$ cat src/rtl/nvs_pkg.sv
package nvs_pkg;

   typedef enum logic [2:0] {
      ST_LOW    = 3'd0,
      ST_RECALL = 3'd1,
      ST_RUN    = 3'd2,
      ST_PROBE  = 3'd3,
      ST_STORE  = 3'd4,
      ST_HOLD   = 3'd5
   } nvs_state_e;

   function automatic int unsigned nvs_max3(input int unsigned a,
                                            input int unsigned b,
                                            input int unsigned c);
      int unsigned m;
      m = (a > b) ? a : b;
      return (m > c) ? m : c;
   endfunction

endpackage

$ cat src/rtl/nvs_period_timer.sv
module nvs_period_timer #(
   parameter int unsigned CW = 8
) (
   input  logic          clk,
   input  logic          rst_n,
   input  logic          load,
   input  logic [CW-1:0] load_val,
   output logic          zero
);

   logic [CW-1:0] cnt_q;

   always_ff @(posedge clk or negedge rst_n) begin
      if (!rst_n) begin
         cnt_q <= '0;
      end else if (load) begin
         cnt_q <= load_val;
      end else if (cnt_q != '0) begin
         cnt_q <= cnt_q - 1'b1;
      end
   end

   assign zero = (cnt_q == '0);

endmodule

$ cat src/rtl/nvs_flag_latch.sv
module nvs_flag_latch #(
   parameter bit SET_WINS  = 1'b1,
   parameter bit RESET_VAL = 1'b0
) (
   input  logic clk,
   input  logic rst_n,
   input  logic set,
   input  logic clr,
   output logic q
);

   logic d;

   generate
      if (SET_WINS) begin : g_set_priority
         always_comb begin
            if (set)      d = 1'b1;
            else if (clr) d = 1'b0;
            else          d = q;
         end
      end else begin : g_clr_priority
         always_comb begin
            if (clr)      d = 1'b0;
            else if (set) d = 1'b1;
            else          d = q;
         end
      end
   endgenerate

   always_ff @(posedge clk or negedge rst_n) begin
      if (!rst_n) q <= RESET_VAL;
      else        q <= d;
   end

endmodule

$ cat src/rtl/nvs_powerfail_seq.sv
module nvs_powerfail_seq
   import nvs_pkg::*;
#(
   parameter int unsigned PULSE_CYC   = 250,
   parameter int unsigned RESTORE_CYC = 137500,
   parameter int unsigned STORE_CYC   = 2500000
) (
   input  logic clk,
   input  logic rst_n,
   input  logic supply_below_switch,
   input  logic supply_below_reset,
   input  logic autostore_off,
   input  logic sram_wr,
   input  logic busy_pin_in,
   input  logic store_done,
   output logic store_req,
   output logic recall_req,
   output logic access_inhibit,
   output logic busy_drive
);

   localparam int unsigned MAX_CYC = nvs_max3(PULSE_CYC, RESTORE_CYC, STORE_CYC);
   localparam int unsigned CW      = $clog2(MAX_CYC + 1);

   generate
      if (PULSE_CYC < 1)   begin : g_bad_pulse   $error("PULSE_CYC must be at least 1");   end
      if (RESTORE_CYC < 1) begin : g_bad_restore $error("RESTORE_CYC must be at least 1"); end
      if (STORE_CYC < 1)   begin : g_bad_store   $error("STORE_CYC must be at least 1");   end
   endgenerate

   nvs_state_e    state_q, state_n;
   logic          tmr_zero;
   logic          tmr_load;
   logic [CW-1:0] tmr_val;
   logic          dirty_q;
   logic          recall_pend_q;
   logic          pin_seen_q;
   logic          pin_seen_now;
   logic          store_fin;
   logic          recall_fin;
   logic          dirty_set;
   logic          seen_set;
   logic          seen_clr;

   assign pin_seen_now = pin_seen_q | ~busy_pin_in;

   // next-state selection; the reset-level flag overrides everything
   always_comb begin
      state_n = state_q;
      if (supply_below_reset) begin
         state_n = ST_LOW;
      end else begin
         case (state_q)
            ST_LOW: begin
               if (!supply_below_switch)
                  state_n = recall_pend_q ? ST_RECALL : ST_RUN;
            end
            ST_RECALL: begin
               if (supply_below_switch) state_n = ST_LOW;
               else if (tmr_zero)       state_n = ST_RUN;
            end
            ST_RUN: begin
               if (supply_below_switch)
                  state_n = autostore_off ? ST_LOW : ST_PROBE;
            end
            ST_PROBE: begin
               if (tmr_zero)
                  state_n = (pin_seen_now && dirty_q) ? ST_STORE : ST_LOW;
            end
            ST_STORE: begin
               if (store_done || tmr_zero) state_n = ST_HOLD;
            end
            ST_HOLD: begin
               if (busy_pin_in)
                  state_n = supply_below_switch ? ST_LOW : ST_RUN;
            end
            default: state_n = ST_LOW;
         endcase
      end
   end

   always_ff @(posedge clk or negedge rst_n) begin
      if (!rst_n) state_q <= ST_LOW;
      else        state_q <= state_n;
   end

   // window timer reloaded on every state change
   always_comb begin
      tmr_load = (state_n != state_q);
      case (state_n)
         ST_PROBE:  tmr_val = CW'(PULSE_CYC - 1);
         ST_RECALL: tmr_val = CW'(RESTORE_CYC - 1);
         ST_STORE:  tmr_val = CW'(STORE_CYC - 1);
         default:   tmr_val = '0;
      endcase
   end

   nvs_period_timer #(.CW(CW)) i_timer (
      .clk      (clk),
      .rst_n    (rst_n),
      .load     (tmr_load),
      .load_val (tmr_val),
      .zero     (tmr_zero)
   );

   assign store_fin  = (state_q == ST_STORE) && (store_done || tmr_zero) && !supply_below_reset;
   assign recall_fin = (state_q == ST_RECALL) && tmr_zero && !supply_below_switch
                       && !supply_below_reset;
   assign dirty_set  = sram_wr && (state_q == ST_RUN) && !supply_below_switch;
   assign seen_set   = (state_q == ST_PROBE) && !busy_pin_in;
   assign seen_clr   = (state_q != ST_PROBE);

   // written since the last non-volatile cycle
   nvs_flag_latch #(.SET_WINS(1'b0), .RESET_VAL(1'b0)) i_dirty (
      .clk   (clk),
      .rst_n (rst_n),
      .set   (dirty_set),
      .clr   (store_fin | recall_fin),
      .q     (dirty_q)
   );

   // recall request armed by reset or a reset-level dip
   nvs_flag_latch #(.SET_WINS(1'b1), .RESET_VAL(1'b1)) i_recall_pend (
      .clk   (clk),
      .rst_n (rst_n),
      .set   (supply_below_reset),
      .clr   (recall_fin),
      .q     (recall_pend_q)
   );

   // busy line observed low during the probe window
   nvs_flag_latch #(.SET_WINS(1'b0), .RESET_VAL(1'b0)) i_pin_seen (
      .clk   (clk),
      .rst_n (rst_n),
      .set   (seen_set),
      .clr   (seen_clr),
      .q     (pin_seen_q)
   );

   assign store_req      = (state_q == ST_STORE);
   assign recall_req     = (state_q == ST_RECALL);
   assign busy_drive     = (state_q == ST_PROBE) || (state_q == ST_STORE);
   assign access_inhibit = supply_below_switch || (state_q != ST_RUN);

endmodule

$ cat config.mk
export PLATFORM = sky130hd
export DESIGN_NAME = nvs_powerfail_seq
export DESIGN_NICKNAME = d
export VERILOG_FILES = /design/src/rtl/nvs_pkg.sv /design/src/rtl/nvs_period_timer.sv /design/src/rtl/nvs_flag_latch.sv /design/src/rtl/nvs_powerfail_seq.sv
export SDC_FILE = /design/constraint.sdc
export NUM_CORES = 1
export LEC_CHECK = 0
export BUFFER_PORTS_ARGS = -buffer_cell sky130_fd_sc_hd__buf_2
export CORE_UTILIZATION = 54
export CTS_CLUSTER_SIZE = 16
export DETAILED_ROUTE_END_ITERATION = 10
export PLACE_DENSITY_LB_ADDON = 0.08
export SLEW_MARGIN = 30
export SYNTH_ARGS = -nofsm -noshare
export SYNTH_HDL_FRONTEND = slang
export SYNTH_SLANG_ARGS = --single-unit
$ cat constraint.sdc
create_clock -name clk -period 2.42 [get_ports clk]
set_input_delay 0.242 -clock clk [delete_from_list [all_inputs] [get_ports clk]]
set_output_delay 0.242 -clock clk [all_outputs]
set_load 0.01 [all_outputs]
# Word level (Yosys, flattened, before mapping)

Cells that the tools add are included.

Add/sub/neg operators: 1
Equal/unequal tests: 11
Multiplexer cells: 22
Bitwise operators: 3
Reductions and logical operators: 22

Operator list:

| cell                  | number |
|---|---|
| $pmux 22 s3           | 1 |
| $mux 22               | 2 |
| $mux 3                | 9 |
| $logic_not 22->1      | 1 |
| $reduce_bool 22->1    | 1 |
| $sub 22x1->22 const B | 1 |
| $pmux 3 s6            | 1 |
| $eq 3x2->1 const B    | 3 |
| $eq 3x3->1 const B    | 3 |
| $logic_and 1x1->1     | 9 |
| $reduce_bool 2->1     | 4 |
| $eq 3x1->1 const B    | 2 |
| $mux 1                | 6 |
| $mux 2                | 3 |
| $ne 3x2->1 const B    | 2 |
| $logic_not 1->1       | 3 |
| $logic_not 3->1       | 1 |
| $logic_or 1x1->1      | 3 |
| $ne 3x3->1            | 1 |
| $or 1x1->1            | 2 |
| $not 1->1             | 1 |

Register bits: 28
Input bits: 8
Output and inout bits: 4
Word-level logic and storage cells: 64

# Longest topological paths before layout

Depth after elaboration: 10
Depth in mapped cells: 9
Mapped depth without buffers: 8

# By module

From an unflattened synthesis, not the netlist that was laid out.

Cell total of the unflattened synthesis: 224
Area, all modules: 1988.2 µm²

By module, submodules not included:

| module                          | instances | cells each | area an instance (µm²) | seq. area each (µm²) |
|---|---|---|---|---|
| nvs_period_timer                | 1         | 150        | 1362.6                 | 550.5 |
| nvs_powerfail_seq               | 1         | 67         | 518.0                  | 75.1 |
| nvs_flag_latch at i_dirty ...   | 2         | 2          | 35.0                   | 25.0 |
| nvs_flag_latch at i_recall_pend | 1         | 3          | 37.5                   | 26.3 |

# Worst setup path before layout

Ideal clock, no wire load.

Path kind: flip-flop to flip-flop
Start: register i_timer.cnt_q[6]
End: register i_timer.cnt_q[17]
Arrival time: 2.451 ns
Setup slack: -0.115 ns
Stages on the path, launching flop included: 8
Path buffers: 0
Path through: dfrtp_1 or4_4 or4_4 nor2_4 mux2_2 a21oi_1 and2b_2 o22ai_1

Word-level cells in the longest chain between the ends: 8

Ends and longest elaborated chain:

| item                                              | line                                             | text |
|---|---|---|
| start: declaration                                | nvs_period_timer.sv:11                           | `logic [CW-1:0] cnt_q;` |
| start signal: assignment                          | nvs_period_timer.sv:17                           | `cnt_q <= load_val;` |
| start signal: assignment                          | nvs_period_timer.sv:19                           | `cnt_q <= cnt_q - 1'b1;` |
| $logic_not 22->1 *                                | nvs_period_timer.sv:23                           | `assign zero = (cnt_q == '0);` |
| $mux 3 / $logic_or 1x1->1 (equally long branches) | nvs_powerfail_seq.sv:60, nvs_powerfail_seq.sv:71 |  |
| $mux 3, on equally long branches                  | nvs_powerfail_seq.sv:59, nvs_powerfail_seq.sv:71 |  |
| $pmux 3 s6 *                                      | nvs_powerfail_seq.sv:53                          | `case (state_q)` |
| $mux 3 *                                          | nvs_powerfail_seq.sv:50                          | `if (supply_below_reset) begin` |
| net state_n[1]                                    | nvs_powerfail_seq.sv:31                          | `nvs_state_e state_q, state_n;` |
| $eq 3x3->1 (tied with other cells)                | nvs_powerfail_seq.sv:90                          | `case (state_n)` |
| $pmux 22 s3                                       | nvs_powerfail_seq.sv:90                          |  |
| $mux 22                                           | nvs_period_timer.sv:16                           | `end else if (load) begin` |

Mark *: on every way through the listed nets, which the timed path passes. The rest lies on a longest branch. The select of a mux whose other input is x is not followed.
A chain may end at the register's enable or synchronous reset.

# Final worst setup path

Start: register i_timer.cnt_q[10]
End: register i_timer.cnt_q[1]

The elaborated chain is that of the path after synthesis.

==> metrics.txt <==
status finished with violations; failing checks negative setup slack; Finished Cell Area 2130 um^2; post-layout min period 2560 ps; Placement Cell Area 2010 um^2; final HPWL from detailed placement 3180 um; Hold Vio Cnt, Final 0; Total Power between 2 and 2.5 mW; gpl congestion 0.838; Post-Place Cells around 260; Comb power frac 54.2%; Critical Path RT 2700 ps; Sw Share 40.1%; sequential element share of the synthesized area 39.1%; worst path cell trace or4_4 -> or4_4 -> nor2_4 -> mux2_4 -> a21oi_4 -> and2b_2 -> o22ai_2; Core Area 3100 um^2; Worst Setup End Kind flop; Initial Utilization about 58%; Internal 1.43 mW; drt first pass iters 4; Die H 59.7 um; worst vdd ir between 0.0005 and 0.0006 V; Clock Sinks 28; top sig layer met4; yosys warns 0; final setup margin -142 ps; Data arrival, critical path 2840 ps; share of layout cells above drive strength 1 28.4%; Final Hold Slack between 150 and 200 ps; Place WS -157 ps; GRT overflow 0; initial antenna violation count 0; f_max 390 MHz; clock latency on the worst-skew pair approximately 340 ps; Post CTS Setup Buffer Count 0; syn avg cell area 9.31 um^2; Area growth syn-to-layout 18.5%; Worst path slowest cell or4_4; CP max stage delay 540 ps; HP Class input pin to flop; final-report max-slew violation count 0; fin cells around 270; Power Density 1120 nW/um^2; Post-synth ARST share 100%; Final setup viols 9; worst-case headroom to the max-slew limit a little under three fifths; CTS Buf Count 3; Synth cell types 50; vias per cell 5.96; Met1 Wirelength approximately 1900 um; Port Buf Inserts 11; Max FO, Critical Path 4; cell with the most instances on the worst path or4_4; Layout Utilization between 60% and 70%; post-route ant nets 0; max-cap viol count 0; DRC 0; most frequent cells in the layout nor2_1 (27), dfrtp_1 (27), buf_4 (24), xnor2_1 (16), buf_2 (11); global-route wire length before repair 7130 um; H-tree levels 1; largest net degree at the start of global routing 29; Mapped Area between 1500 and 2000 um^2; CTS tree built; met2 wire length ~2100 um; unrepaired setup endpoints after global routing yes; vias in the first global route 1571; Initial DRC Count around 130; Setup Total Neg Slack -525 ps; Seq pwr share 32.8%; CTS max path bufs 2; Die Wd 59.7 um; via count 1602; slew of the pin with the lowest slew margin 639 ps; Setup Crit Path Kind flop to flop; # IOs 12; critical path startpoint category flop; met3 WL post-DR around 180 um; CTS root buffer clkbuf_4; most used flip-flop cell after synthesis dfrtp_1; Worst Clk Skew approximately 12 ps; Synth Instances 193; # diodes 0; Post-Synthesis Net Count around 200; final worst path period share 106%; WL per Instance 15.9 um; clk slew on worst S/H paths 150 ps; Leak 0.919 nW; fillers 250; Final nets 236; Std-Cell Rows 20; WL final ~4300 um; Overall Global Routing Usage between 20 and 30%; flops & latches, synth 28; switching power about 0.96 mW; die area 3560 um^2; clock power share 12.9%; number of synthesized flops with an enable pin 0
-- final cells by class --
type                       count  area [um^2]  share of cell area [%]
multi-input combinational    149         1040                    48.7
tap                           44         55.1                    2.59
clock buffer                   3         22.5                    1.06
sequential                    28          702                    33.0
timing repair buffer          37          256                    12.0
inverter                       7         26.3                    1.23
clock inverter                 1         30.0                    1.41
-- synthesized netlist by cell type, types with 3 or more instances --
cell,count,share of area (%)
a21oi_1,7,1.9
o21a_1,5,2.1
nand2_1,6,1.3
nand3_1,4,1.1
nor2_1,27,5.6
xnor2_1,16,7.8
inv_1,7,1.5
o21ai_0,11,3.1
nor3_1,9,2.5
xor2_1,6,2.9
nand4_1,3,1.0
nor4_1,7,2.4
or4_4,3,1.9
o22ai_1,5,1.7
buf_6,4,2.5
dfrtp_1,27,38
-- repair_timing --
item | in CTS | in global routing
setup endpoints to repair | 17 | 20
pin swaps | 2 | 2
hold endpoints to repair | 27 | 0
hold buffers | 1 | 0
gates resized for setup | 4 | 7
-- logic make-up after synthesis --
logic type               synth area share, %
AND/OR/NAND/NOR                         26.5
AO/OA/AOI/OAI                           15.3
flip-flops                              39.1
XOR/XNOR                                10.7
buffers and inverters                   6.34
adder cells (fa/ha/maj)                 1.39
multiplexers                           0.627
-- registers in the layout, summed over array words and instances (netlist names) --
| signal | cells |
|---|---|
| state_q | 3 |
| i_pin_seen.q | 1 |
| i_timer.cnt_q | 22 |
| i_dirty.q | 1 |
| i_recall_pend.q | 1 |
-- routing by layer --
layer / global-route usage, % / vias up
li1: - / 753
met1: 35.4 / 781
met2: 45.2 / 53
met3: 3.68 / 15
met4: 11.6 / 0
met5: 0 / -
-- path summary, 6_finish.rpt --
kind / slack, ps / from / end / cells after the start
max: -140 / i_timer.cnt_q[10] / i_timer.cnt_q[1] / 7
min: 170 / supply_below_reset / i_recall_pend.q / 2
max reg2reg: -140 / i_timer.cnt_q[10] / i_timer.cnt_q[1] / 7
min reg2reg: 530 / i_recall_pend.q / i_recall_pend.q / 1
max in group asynchronous: 1570 / rst_n / i_timer.cnt_q[14] / 2
min in group asynchronous: 430 / rst_n / i_timer.cnt_q[5] / 2
-- power by group through the flow --
stage	combinational, mW	clock, mW	sequential [mW]
after floorplan	0.861	0	0.767
after global placement	1.18	0	0.780
after detailed placement	1.22	0	0.784
after CTS	1.25	0.316	0.779
after global routing	1.44	0.333	0.807
final	1.30	0.309	0.785
-- worst max-delay path, delay by kind of cell, from the launching register on --
| family | cells | cell delay [ps] |
|---|---|---|
| AND/OR/NAND/NOR | 4 | 1480 |
| flip-flops | 1 | 410 |
| multiplexers | 1 | 330 |
| AO/OA/AOI/OAI | 2 | 290 |
(Power assumes the default switching activity.)
